==> config.mk <==
export PLATFORM = sky130hd
export DESIGN_NAME = codec_mode_ctl
export DESIGN_NICKNAME = d
export VERILOG_FILES = /design/src/rtl/codec_mode_pkg.sv /design/src/rtl/codec_ctl_reg.sv /design/src/rtl/codec_sticky_flag.sv /design/src/rtl/codec_line_gate.sv /design/src/rtl/codec_mode_ctl.sv
export SDC_FILE = /design/constraint.sdc
export NUM_CORES = 1
export LEC_CHECK = 0
export BUFFER_PORTS_ARGS = -buffer_cell sky130_fd_sc_hd__buf_4
export CELL_PAD_IN_SITES_DETAIL_PLACEMENT = 1
export CELL_PAD_IN_SITES_GLOBAL_PLACEMENT = 2
export CORE_ASPECT_RATIO = 0.9
export CORE_UTILIZATION = 23
export DETAILED_ROUTE_END_ITERATION = 10
export GPL_TIMING_DRIVEN = 0
export PLACE_DENSITY_LB_ADDON = 0.1
export REMOVE_ABC_BUFFERS = 1
export SYNTH_ARGS = -nofsm -noshare
export SYNTH_HDL_FRONTEND = slang
export SYNTH_SLANG_ARGS = --single-unit
==> constraint.sdc <==
create_clock -name clk -period 1.95 [get_ports clk]
set_clock_uncertainty 0.1 [all_clocks]
set_input_delay 0.39 -clock clk [delete_from_list [all_inputs] [get_ports clk]]
set_output_delay 0.39 -clock clk [all_outputs]
set_load 0.005 [all_outputs]
==> src/rtl/codec_mode_pkg.sv <==
package codec_mode_pkg;

    localparam int CTRL_W    = 8;
    localparam int MODE_W    = 3;
    localparam int MODE_LSB  = 2;
    localparam int CLR_ACT_B = 1;
    localparam int CLR_SCN_B = 0;

    typedef enum logic [MODE_W-1:0] {
        MODE_N0     = 3'd0,
        MODE_N1     = 3'd1,
        MODE_N2     = 3'd2,
        MODE_N3     = 3'd3,
        MODE_N4     = 3'd4,
        MODE_LOOP   = 3'd5,
        MODE_DRIVE  = 3'd6,
        MODE_IDLE   = 3'd7
    } mode_e;

    typedef struct packed {
        logic a;
        logic b;
    } line_pair_t;

    localparam line_pair_t LINE_PARKED = '{a: 1'b0, b: 1'b1};

    function automatic logic line_parked(input mode_e m);
        return (m == MODE_IDLE) || (m == MODE_LOOP);
    endfunction

    function automatic mode_e mode_of(input logic [CTRL_W-1:0] d);
        return mode_e'(d[MODE_LSB +: MODE_W]);
    endfunction

endpackage

==> src/rtl/codec_ctl_reg.sv <==
module codec_ctl_reg
    import codec_mode_pkg::*;
(
    input  logic              clk,
    input  logic              rst,
    input  logic              wr_en,
    input  logic [CTRL_W-1:0] wr_data,
    output mode_e             mode_q,
    output logic              drive_pt,
    output logic              clr_act,
    output logic              clr_scan
);
    mode_e new_mode;

    always_comb begin
        new_mode = mode_of(wr_data);
        clr_act  = wr_en & wr_data[CLR_ACT_B];
        clr_scan = wr_en & wr_data[CLR_SCN_B];
    end

    always_ff @(posedge clk) begin
        if (rst) begin
            mode_q   <= MODE_N0;
            drive_pt <= 1'b0;
        end else if (wr_en) begin
            mode_q <= new_mode;
            if (new_mode != mode_q)
                drive_pt <= (new_mode == MODE_DRIVE);
        end
    end


    a_r2_drive_rise: assert property (@(posedge clk) disable iff (rst)
        (wr_en && new_mode == MODE_DRIVE) |=> drive_pt);

    a_r3_drive_drop: assert property (@(posedge clk) disable iff (rst)
        (wr_en && new_mode != mode_q && new_mode != MODE_DRIVE) |=> !drive_pt);

    a_r12_mode_hold: assert property (@(posedge clk) disable iff (rst)
        !wr_en |=> $stable(mode_q));

endmodule

==> src/rtl/codec_sticky_flag.sv <==
module codec_sticky_flag #(
    parameter int SYNC_STAGES = 0
) (
    input  logic clk,
    input  logic rst,
    input  logic ev_in,
    input  logic clr,
    output logic flag_n
);
    logic set_ev;

    generate
        if (SYNC_STAGES > 0) begin : g_sync
            logic [SYNC_STAGES-1:0] sync_q;
            logic                   prev_q;
            always_ff @(posedge clk) begin
                if (rst) begin
                    sync_q <= '0;
                    prev_q <= 1'b0;
                end else begin
                    sync_q[0] <= ev_in;
                    for (int i = 1; i < SYNC_STAGES; i++)
                        sync_q[i] <= sync_q[i-1];
                    prev_q <= sync_q[SYNC_STAGES-1];
                end
            end
            assign set_ev = sync_q[SYNC_STAGES-1] & ~prev_q;
        end else begin : g_direct
            assign set_ev = ev_in;
        end
    endgenerate

    always_ff @(posedge clk) begin
        if (rst)
            flag_n <= 1'b1;
        else if (set_ev)
            flag_n <= 1'b0;
        else if (clr)
            flag_n <= 1'b1;
    end

    // a set event always lands, even against a clear
    a_r11_set_wins: assert property (@(posedge clk) disable iff (rst)
        set_ev |=> !flag_n);

    a_r8_clear: assert property (@(posedge clk) disable iff (rst)
        (clr && !set_ev) |=> flag_n);
    // sticky
    a_r7_sticky: assert property (@(posedge clk) disable iff (rst)
        (!flag_n && !clr) |=> !flag_n);

endmodule

==> src/rtl/codec_line_gate.sv <==
module codec_line_gate
    import codec_mode_pkg::*;
(
    input  logic  clk,
    input  logic  rst,
    input  mode_e mode,
    input  logic  line_a_in,
    input  logic  line_b_in,
    output logic  dr1_out,
    output logic  dr2_out,
    output logic  loop_sel
);
    line_pair_t line_in, line_out;

    always_comb begin
        line_in  = '{a: line_a_in, b: line_b_in};
        line_out = line_parked(mode) ? LINE_PARKED : line_in;
        loop_sel = (mode == MODE_LOOP);
    end

    assign dr1_out = line_out.a;
    assign dr2_out = line_out.b;


    a_r4_idle_park: assert property (@(posedge clk) disable iff (rst)
        (mode == MODE_IDLE) |-> (!dr1_out && dr2_out && !loop_sel));

    a_r5_loop_park: assert property (@(posedge clk) disable iff (rst)
        (mode == MODE_LOOP) |-> (loop_sel && !dr1_out && dr2_out));

    a_r6_pass: assert property (@(posedge clk) disable iff (rst)
        (mode != MODE_LOOP && mode != MODE_IDLE) |->
            (dr1_out == line_a_in && dr2_out == line_b_in && !loop_sel));

endmodule

==> src/rtl/codec_mode_ctl.sv <==
module codec_mode_ctl
    import codec_mode_pkg::*;
#(
    parameter int SCAN_SYNC = 2
) (
    input  logic              clk,
    input  logic              rst,
    input  logic              wr_en,
    input  logic [CTRL_W-1:0] wr_data,
    input  logic              space_det,
    input  logic              scan_in,
    input  logic              rx_nrz,
    input  logic              line_a_in,
    input  logic              line_b_in,
    output logic              dr1_out,
    output logic              dr2_out,
    output logic              loop_sel,
    output logic              drive_pt,
    output logic              act_n,
    output logic              scan_n,
    output logic              nrz_pd
);
    mode_e mode_q;
    logic  clr_act, clr_scan;

    codec_ctl_reg u_ctl (
        .clk(clk), .rst(rst), .wr_en(wr_en), .wr_data(wr_data),
        .mode_q(mode_q), .drive_pt(drive_pt),
        .clr_act(clr_act), .clr_scan(clr_scan)
    );

    codec_sticky_flag #(.SYNC_STAGES(0)) u_act (
        .clk(clk), .rst(rst), .ev_in(space_det), .clr(clr_act), .flag_n(act_n)
    );

    codec_sticky_flag #(.SYNC_STAGES(SCAN_SYNC)) u_scan (
        .clk(clk), .rst(rst), .ev_in(scan_in), .clr(clr_scan), .flag_n(scan_n)
    );

    codec_line_gate u_gate (
        .clk(clk), .rst(rst), .mode(mode_q),
        .line_a_in(line_a_in), .line_b_in(line_b_in),
        .dr1_out(dr1_out), .dr2_out(dr2_out), .loop_sel(loop_sel)
    );

    assign nrz_pd = ~rx_nrz;


    a_r13_nrz: assert property (@(posedge clk) disable iff (rst)
        nrz_pd != rx_nrz);

endmodule

==> results.txt, run 1 <==
The wire length of the first global-routing pass is 1.35 mm. Setup repair after global routing left no endpoint under its margin. In this run the clock root is driven by a clkbuf_4.

At the pin with the least slew margin, the transition time is roughly 270 ps. The number of clock sinks came out at 9. The required time of the worst setup path came out at 1460 ps. The number of cells on the worst reg-to-reg path came out at 3. The number of cells in the design after placement is 80. The total placed instance area came out at approximately 550 sq um.

In this run the most used layer during global routing was met2. The total standard cell area after synthesis is 392 sq um. The worst-case setup margin in the final layout came out at between 400 and 500 ps. Once layout is done, the placed cells without fillers occupy 577 sq um. In this run the number of H-tree levels came out at 1.

Yosys printed 0 warnings. TritonCTS built the clock tree. The signal on the critical path passes through nand2_1 > and2_1 > buf_4. The timing startpoint of the critical path is u_ctl.mode_q[2].

The area of the die is about 0.0019 sq mm. In this run the tool buffered the top-level ports with 19 buffer cells. The setup-violating endpoint count in the final report came out at 0. The cell type with the largest total area after synthesis is dfxtp_1.

The hold violation total from the final report came to 0. The repair_antennas step left the layout with diodes totalling 0. For this run the aggregate overflow at the end of global routing stands at 0. The overall power consumption is 407 uW. The critical path crosses 3 cells after its start point. The clock latency on the worst-skew pair came out at 260 ps.

In the routed layout, each cell is associated on average with a via count of 4.24. The maximum root-to-sink buffer count is 2. The leakage dissipation is 0.267 nW. The area of the core region is around 0.0015 sq mm. The hold buffer count at cts came out at 0. Along the worst path, the maximum fanout reaches 3. For flop-to-flop paths, the worst setup slack is just under 700 ps. The first TritonRoute pass finished after 4 iterations. Once detail routing completed, the nets flagged for antenna violations numbered 0.

Grouping stages by cell kind, the critical path spends the most delay in flip-flops. The number of max-slew violations in the final report came to 0. The peak per-stage delay on the critical path is 380 ps.

STA classifies the critical path endpoint as an output port. The clock transition at the registers of the reported paths came out at roughly 60 ps. The number of buffers inserted to repair setup after CTS is 0. For this run, the post-layout net count is 79. The die boundary width is 45.5 microns. For this design the ratio of total power to cell area is slightly above 700 mW/mm^2. In this run the worst hold path is classified as input pin to register. The worst setup path is of the register to output port kind.

The floorplan step set the die height to 41.1 microns. The synthesized instance count came out at 41. Leaving out fill and tap cells, the most frequent cells in the layout are buf_4 (19), dfxtp_1 (9), nor2b_1 (5).

The starting utilization of the core area is 25.9%. Of the available clock period, the critical path in the final layout requires 78.3%. Sorting the synthesized cells by area gives the leading types as dfxtp_1 (46%), nor2b_1 (8.0%), mux2i_1 (7.7%). The post-layout instance count excluding filler cells came out at 84.

In this run the critical register-to-register path is captured at u_ctl.drive_pt. The peak supply drop came out at 0.356 mV. The tightest slew margin relative to the limit is between 80% and 90%.

In this run the critical register-to-register path is launched from u_ctl.mode_q[1]. In this run, post-CTS repair resized a total of 0 instances. After detailed routing, the total wire length is 874 microns.

For this run, design rule violations remaining after detail routing come to 0. Across the run, the number of max-cap violations was 0. The routed design could run at a clock period as short as 1530 ps.

In the final layout, the multi-input gates occupy 195 sq um. The fraction of final layout cells with drive strength greater than 1 came out at 37.1%. The all-layer global routing usage came out at 10.9%. The register area is about 180 sq um.

The global placement routability congestion came out at 0.650. The met2 track utilization from global routing is 18.2%. The flow ran to the end, and the final reports show no timing, DRC or antenna violations. After detailed routing, the average wire length per cell comes to approximately 10 microns. The total via count after detailed routing came out at approximately 360. The via count of the first global-routing pass came to 337. The fill cell total of the finished layout came out at 188. The share of Yosys cell area claimed by the top area cell type is 46.0%.

The timing endpoint of the critical path is dr1_out. After synthesis the netlist holds a flip-flop and latch count of 9. The number of distinct library cell variants in the gate-level netlist after synthesis is 18. The post-place setup slack came out at 546 ps. The most common library cell in the layout ignoring fill and taps is buf_4. The sequential cell area fraction in the yosys report came out at 46.0%. On the critical path, the stage with the largest delay is an instance of dfxtp_1. 23 I/O pins were placed. The maximum number of pins on one net before global-route repair came out at 12. The standard-cell row count came out at 13. In this run, the number of DRC markers left after iteration 0 of detailed routing was 1. The mean cell area of the mapped netlist is 9.55 sq um.

STA puts the critical path data arrival time at between 1000 and 1500 ps. The sum of negative setup slack is 0 ps. Together, buffers and inverters on the worst path number 1. The growth of design area from synthesis to finish came out at 47.3%. The initial antenna violation count is 0. The clock buffer count from CTS came out at 3. The met1 demand-to-capacity share in global routing is 11.4%. The worst setup path is launched from a register.

The global-route track usage on met3 is 4.85%. Derived from the worst setup path, the maximum achievable clock frequency is 655 MHz.
-- power breakdown --
group	internal, mW	switching, mW
Combinational	0.0391	0.0241
Clock	0.0758	0.0693
Sequential	0.193	0.00579
Total	0.308	0.0991
-- cell families after synthesis --
logic type | synth area share [%]
compound gates | 10.5
xor+xnor | 6.71
mux | 7.67
simple gates | 24.9
flops | 46.0
buf+inv | 4.15
-- synthesized netlist by cell type (all sizes together) --
master,instances
a21oi,2
o32ai,1
xnor2,3
dfxtp,9
inv,1
or3b,1
and2,1
nand2b,3
nand2,1
o21bai,2
nor2,4
nand3b,1
nand4,1
buf,2
a211oi,1
nor2b,5
mux2i,3
-- stage by stage --
step,util [%],hold WS [ps]
after global routing,38.1,189
after global placement,36.3,320
final,38.1,207
after detailed placement,36.3,338
after floorplan,-,314
after CTS,38.1,196
-- area by class of cell --
| cell class | count | area share (%) |
|---|---|---|
| Multi-Input combinational cell | 29 | 33.8 |
| Sequential cell | 9 | 31.2 |
| Timing Repair Buffer | 19 | 24.7 |
| Tap cell | 22 | 4.77 |
| Clock buffer | 3 | 3.90 |
| Clock inverter | 1 | 0.868 |
| Inverter | 1 | 0.651 |
-- layer usage --
metal  vias to the layer above  share of wire, %
met1                       159                45
met3                         0                10
met2                        17                45
met4                         0                 0
met5                         -                 0
li1                        180                 -
-- worst min-delay path by stage --
stage | cells past startpoint | endpoint | from
2_1_floorplan | 1 | u_scan.g_sync.sync_q[1] | u_scan.g_sync.sync_q[0]
3_3_place_gp | 1 | u_scan.g_sync.sync_q[1] | u_scan.g_sync.sync_q[0]
5_1_grt | 2 | u_act.flag_n | space_det
3_5_place_dp | 1 | u_scan.g_sync.sync_q[1] | u_scan.g_sync.sync_q[0]
6_report | 2 | u_act.flag_n | space_det
4_1_cts | 2 | u_act.flag_n | space_det
-- flip-flops by register name (all words and copies together) (netlist names) --
signal,cells
u_scan.g_sync.prev_q,1
u_scan.flag_n,1
u_scan.g_sync.sync_q,2
u_act.flag_n,1
u_ctl.drive_pt,1
u_ctl.mode_q,3
-- worst reg2reg max path, stage by stage (launching register included) --
cell and delay (ps):
dfxtp_1 330, xnor2_1 210, o32ai_1 130, or3b_1 360
Power figures use the tool's default switching activity.
==> run 2, diff against run 1 <==
--- a/config.mk
+++ b/config.mk
@@ -9,7 +9,7 @@
 export CELL_PAD_IN_SITES_DETAIL_PLACEMENT = 1
 export CELL_PAD_IN_SITES_GLOBAL_PLACEMENT = 2
 export CORE_ASPECT_RATIO = 0.9
-export CORE_UTILIZATION = 23
+export CORE_UTILIZATION = 21
 export DETAILED_ROUTE_END_ITERATION = 10
 export GPL_TIMING_DRIVEN = 0
 export PLACE_DENSITY_LB_ADDON = 0.1
==> constraint.sdc (replaced) <==
create_clock -name clk -period 1.51 [get_ports clk]
set_clock_uncertainty 0.1 [all_clocks]
set_input_delay 0.302 -clock clk [delete_from_list [all_inputs] [get_ports clk]]
set_output_delay 0.302 -clock clk [all_outputs]
set_load 0.005 [all_outputs]
==> results.txt, run 2 (synthesis results as in run 1) <==
The largest registers in the layout are u_ctl.mode_q (3), u_scan.g_sync.sync_q (2). The number of remaining DRC errors came out at 0 (unchanged). The setup-violating endpoint count in the final report came to 0 (unchanged). The leakage dissipation came to 0.264 nW (-1.0%). The y dimension of the die is 43.0 microns (+4.4%).

STA classifies the critical path startpoint as a register. The critical path starts at u_ctl.mode_q[2]. The clock latency on the worst-skew pair came out at 260 ps (about the same). The final cycle utilization of the critical path came out at 94.2%. The clock buffer count from CTS came out at 3 (unchanged). The peak supply drop came out at 0.471 mV (+32%).

The fraction of final layout cells with drive strength greater than 1 is 35.5% (-1.6 points). Summed over all nets, the half-perimeter wirelength after detailed placement is around 640 microns. The worst hold path belongs to the class input pin to register. Setup repair after global routing left no endpoint under its margin. The class of the most critical setup path is register to output port. The residual antenna-violating net count after detailed routing is 0 (unchanged). The worst hold path begins at space_det.

The library cell used most frequently in the layout, excluding fill and tap cells, is buf_4. The global placement routability congestion is 0.624 (-3.9%). The clock transition at the registers of the reported paths came out at 60 ps (about the same).

The ratio of routed vias to standard cells came out at 4.08 (-3.7%). The antenna diode count is 0 (unchanged). The total placed instance area came to 552 sq um (+0.46%). The first-iteration detailed-routing DRC count came out at 3 (+2).

The time the final worst path needs with I/O delays and setup is about 1400 ps. The maximum root-to-sink buffer count is 2 (unchanged). The hold buffer count at cts came out at 0 (unchanged). The largest register by flop count is u_ctl.mode_q. The flip-flop count of the largest register, all copies and words added is 3 (unchanged). The startpoint identified for the worst register-to-register timing path is u_ctl.mode_q[1]. The initial antenna violation count is 0 (unchanged). The total via count after detailed routing is 351 (-1.4%). The peak per-stage delay on the critical path is 370 ps (about the same).

The all-layer global routing usage is 9.66% (-1.2 points). The number of buffers inserted to repair setup after CTS came to 0 (unchanged). The fill cell total of the finished layout came to 225 (+20%). The number of clock sinks is 9 (unchanged). The iteration count of the initial detailed-routing pass is 2 (-2).

The die boundary width is 47.5 microns (+4.5%). The area of the die came out at 0.00204 sq mm (+9.1%). The count of cells resized by post-cts repair came out at 0 (unchanged). The depth of the CTS H-tree is 1 (unchanged). The sum of negative setup slack is 0 ps (unchanged).

The layout net count was 79 (unchanged). The starting utilization of the core area is 22.8% (-3.1 points). The total overflow reported by the global router came to 0 (unchanged). The area of the core region is 0.00172 sq mm (+13%). The growth of design area from synthesis to finish is 47.6%. Walking the worst path, the cells encountered are nand2_1 > and2_1 > buf_4. The required time of the worst setup path came to 1110 ps (-350 ps). The quantity of I/O buffers inserted on ports is 19 (unchanged). CTS placed an instance of clkbuf_4 at the clock tree root.

The tightest slew margin relative to the limit came out at 86.8% (+5.1 points). The sum of routed wire length over all layers is 801 microns (-8.4%). The hold violation total from the final report was 0 (unchanged). The worst setup path is captured at an output port.

The arrival time at the worst endpoint is 1020 ps (-20 ps). The maximum fanout count along the critical path came to 3 (unchanged). The power density over the cells came out at 910 mW/mm^2 (+29%).

The average wire per cell in the routed design is 9.31 microns (-10%). The number of max-slew violations in the final report is 0 (unchanged). The via count of the first global-routing pass came to 340 (+0.89%). The wire length of the first global-routing pass was 1.35 mm (+0.52%). The standard-cell row count was 14 (+1). The maximum number of pins on one net before global-route repair came to 12 (unchanged). The largest individual stage delay along the critical path comes from the cell dfxtp_1.

The peak clock frequency supported by timing came out at 703 MHz. The final standard cell utilization of the core is 33.7% (-4.5 points). The library cells used most frequently in the layout, excluding fill and tap cells, are buf_4 (19), dfxtp_1 (9), nor2b_1 (5). The max-capacitance violation count came out at 0 (unchanged). The slew of the pin with the lowest slew margin is 196 ps (-77.1 ps).

The CTS tree is yes. The final worst hold slack came out at 126 ps (-81.9 ps). The run finished with clean final reports. The total non-filler cell area in the finished layout came to 578 sq um (+0.22%). The I/O pin count came out at 23 (unchanged).
-- run 2: final cells by class --
class / instances / area (sq um) / area share (%)
Inverter: 1 / 3.75 / 0.649
Tap cell: 24 / 30.0 / 5.19
Sequential cell: 9 / 180 / 31.2
Multi-Input combinational cell: 29 / 195 / 33.8
Timing Repair Buffer: 19 / 143 / 24.7
Clock buffer: 4 / 26.3 / 4.55
-- run 2: critical path: cells and delay by family (launching register included) --
family / cells / cell delay (ps)
buffers and inverters: 1 / 130
AND/OR/NAND/NOR: 2 / 270
flip-flops: 1 / 370
-- run 2: stage by stage --
stage | total power, mW | setup WS [ps] | cells
2_1_floorplan | 0.293 | 361 | 39
3_3_place_gp | 0.344 | 196 | 82
3_5_place_dp | 0.344 | 217 | 82
4_1_cts | 0.538 | 62.2 | 86
5_1_grt | 0.564 | 32.7 | 86
6_report | 0.526 | 88.3 | 86
-- run 2: worst paths after layout --
check                    endpoint  slack (ps)  cells after the start
max                       dr1_out          90                      3
min                  u_act.flag_n         130                      2
max reg2reg        u_ctl.drive_pt         300                      3
min reg2reg  u_scan.g_sync.prev_q         360                      1
-- run 2: per-layer routing --
layer  up-vias  GRT usage [%]  share of wire (%)
met1       158           10.6                 47
met3         0           5.11                7.0
met4         0           5.14                  0
met2        14           14.5                 46
met5         -              0                  0
li1        179              -                  -
-- run 2: power breakdown --
part | internal, mW | switching [mW]
Sequential | 0.250 | 0.00717
Combinational | 0.0505 | 0.0298
Clock | 0.102 | 0.0871
Total | 0.402 | 0.124
==> run 3, diff against run 2 <==
--- a/config.mk
+++ b/config.mk
@@ -6,13 +6,10 @@
 export NUM_CORES = 1
 export LEC_CHECK = 0
 export BUFFER_PORTS_ARGS = -buffer_cell sky130_fd_sc_hd__buf_4
-export CELL_PAD_IN_SITES_DETAIL_PLACEMENT = 1
-export CELL_PAD_IN_SITES_GLOBAL_PLACEMENT = 2
-export CORE_ASPECT_RATIO = 0.9
-export CORE_UTILIZATION = 21
+export CORE_AREA = 2 2 39 41
 export DETAILED_ROUTE_END_ITERATION = 10
+export DIE_AREA = 0 0 41 43
 export GPL_TIMING_DRIVEN = 0
-export PLACE_DENSITY_LB_ADDON = 0.1
 export REMOVE_ABC_BUFFERS = 1
 export SYNTH_ARGS = -nofsm -noshare
 export SYNTH_HDL_FRONTEND = slang
==> results.txt, run 3 (synthesis results as in run 1) <==
The net switching fraction of the power came out at 22.7% (-0.90 points). The antenna diode count is 0 (unchanged). The count of cells resized by post-cts repair was 0 (unchanged). The y dimension of the die was 43 microns (about the same). The peak supply drop came to 0.330 mV (-30%). The standard-cell row count came out at 14 (unchanged).

The maximum fanout count along the critical path is 3 (unchanged). The all-layer global routing usage is 10.4% (+0.72 points). The arrival time at the worst endpoint came out at 1010 ps (about the same).

The growth of design area from synthesis to finish came out at 45.0%. The iteration count of the initial detailed-routing pass came to 1 (-1). The time the final worst path needs with I/O delays and setup is 1410 ps (-11.6 ps). The portion of total power attributed to the clock network came out at 35.2% (-0.7 points). CTS placed an instance of clkbuf_4 at the clock tree root.

The clock transition at the registers of the reported paths is 60 ps (about the same). The combinational power share came out at 15.5% (+0.2 points). The placed wire-length estimate after detailed placement is 580 microns (-9.5%). The most common library cell in the layout ignoring fill and taps is buf_4. The setup-violating endpoint count in the final report is 0 (unchanged). The residual antenna-violating net count after detailed routing is 0 (unchanged). The depth of the CTS H-tree was 1 (unchanged). The power density over the cells came out at 915 mW/mm^2 (+0.54%).

The max-capacitance violation count is 0 (unchanged). The maximum number of pins on one net before global-route repair came to 12 (unchanged). The first-iteration detailed-routing DRC count was 0 (-3). The power share of the sequential group is 49.4% (+0.6 points). The fraction of final layout cells with drive strength greater than 1 came out at 35.5% (unchanged). The wire length of the first global-routing pass was 1.16 mm (-14%). Setup repair after global routing left no endpoint under its margin. The number of buffers inserted to repair setup after CTS came out at 0 (unchanged). The quantity of I/O buffers inserted on ports came to 19 (unchanged). The clock buffer count from CTS came out at 3 (unchanged). In the layout the commonest cells are buf_4 (19), dfxtp_1 (9), nor2b_1 (5). The number of max-slew violations in the final report came to 0 (unchanged). The number of clock sinks came out at 9 (unchanged). The required time of the worst setup path is 1110 ps (about the same). The clock latency on the worst-skew pair was 250 ps (about the same). The fill cell total of the finished layout is 147 (-35%). The initial antenna violation count was 0 (unchanged). The design internal power is 402 uW (about the same). The switching power came out at 118 uW (-5.0%). The final cycle utilization of the critical path is 93.4% (-0.77 points). The multi-input gate area in the final layout came out at 195 sq um (unchanged). The worst setup path is launched from a register. The average wire per cell in the routed design is 9.85 microns (+5.7%).

The sum of routed wire length over all layers came out at 768 microns (-4.1%). The total via count after detailed routing is 352 (+0.28%). The via count of the first global-routing pass is 283 (-17%).

STA classifies the critical path endpoint as an output port. In the final layout, the registers with the most flip-flops are u_ctl.mode_q (3), u_scan.g_sync.sync_q (2). The peak clock frequency supported by timing is 709 MHz (+0.82%). The die boundary width came out at 41 microns (-14%). The tightest slew margin relative to the limit came out at 84.9% (-2.0 points).

The flow ran to the end, and the final reports show no timing, DRC or antenna violations. The starting utilization of the core area came out at 28.3% (+5.5 points). The sum of negative setup slack came out at 0 ps (unchanged). The ratio of routed vias to standard cells came out at 4.51 (+11%). The final worst hold slack was 130 ps (+4.02 ps). The slew of the pin with the lowest slew margin is 226 ps (+30.1 ps). The area of the core region is 0.00138 sq mm (-19%). TritonCTS built the clock tree. The hold buffer count at cts is 0 (unchanged). In this run the worst hold path is classified as input pin to register. Ranked by flip-flop count, first place goes to u_ctl.mode_q.

The hold violation total from the final report is 0 (unchanged). The layout net count is 79 (unchanged). The number of remaining DRC errors came out at 0 (unchanged). The area of the die came out at 0.00176 sq mm (-14%). The register area is 180 sq um (unchanged). The maximum root-to-sink buffer count came to 2 (unchanged). By startpoint and endpoint, the worst setup path is classified as register to output port. The flip-flop count of the largest register, all copies and words added came to 3 (unchanged). The total overflow reported by the global router came out at 0 (unchanged). The flop-to-flop setup slack is 270 ps (-30 ps). The I/O pin count is 23 (unchanged). The global placement routability congestion came out at 0.649 (+4.0%). The leakage dissipation is 0.264 nW (unchanged).
## run 3: area by class of cell
type / count / share of cell area, %
Timing Repair Buffer: 19 / 25.1
Sequential cell: 9 / 31.7
Multi-Input combinational cell: 29 / 34.4
Inverter: 1 / 0.661
Tap cell: 16 / 3.52
Clock buffer: 4 / 4.63
## run 3: final timing paths
kind / startpoint / endpoint / cells after the start
setup / recovery: u_ctl.mode_q[0] / dr1_out / 3
hold / removal: space_det / u_act.flag_n / 2
setup reg to reg: u_ctl.mode_q[1] / u_ctl.drive_pt / 3
hold reg to reg: u_scan.g_sync.sync_q[0] / u_scan.g_sync.sync_q[1] / 1
## run 3: layer usage
layer / global-route usage (%) / share of wire [%] / up-vias
met5: 0 / 0 / -
met4: 12.0 / 3.5 / 0
met3: 3.14 / 7.2 / 2
met2: 11.9 / 45 / 12
met1: 13.4 / 45 / 157
li1: - / - / 181
## run 3: stage by stage
stage / instances / cell area, sq um / util, % / power, mW / setup slack, ps
after floorplan: 39 / 379 / - / 0.293 / 361
after detailed placement: 74 / 542 / 39.2 / 0.343 / 200
final: 78 / 568 / 41.0 / 0.520 / 99.9
after global routing: 78 / 568 / 41.0 / 0.557 / 29.4
after global placement: 74 / 542 / 39.2 / 0.343 / 207
after CTS: 78 / 568 / 41.0 / 0.533 / 87.3
## run 3: critical path, cell delays in order, from the launching register on
cell,delay (ps)
dfxtp_1,360
nand2_1,100
and2_1,170
buf_4,130
## run 3: power by group through the flow
stage | logic, mW | registers, mW | clock network, mW
after floorplan | 0.0313 | 0.262 | 0
final | 0.0804 | 0.257 | 0.183
after global placement | 0.0805 | 0.262 | 0
after CTS | 0.0814 | 0.257 | 0.195
after detailed placement | 0.0814 | 0.262 | 0
after global routing | 0.0890 | 0.258 | 0.210
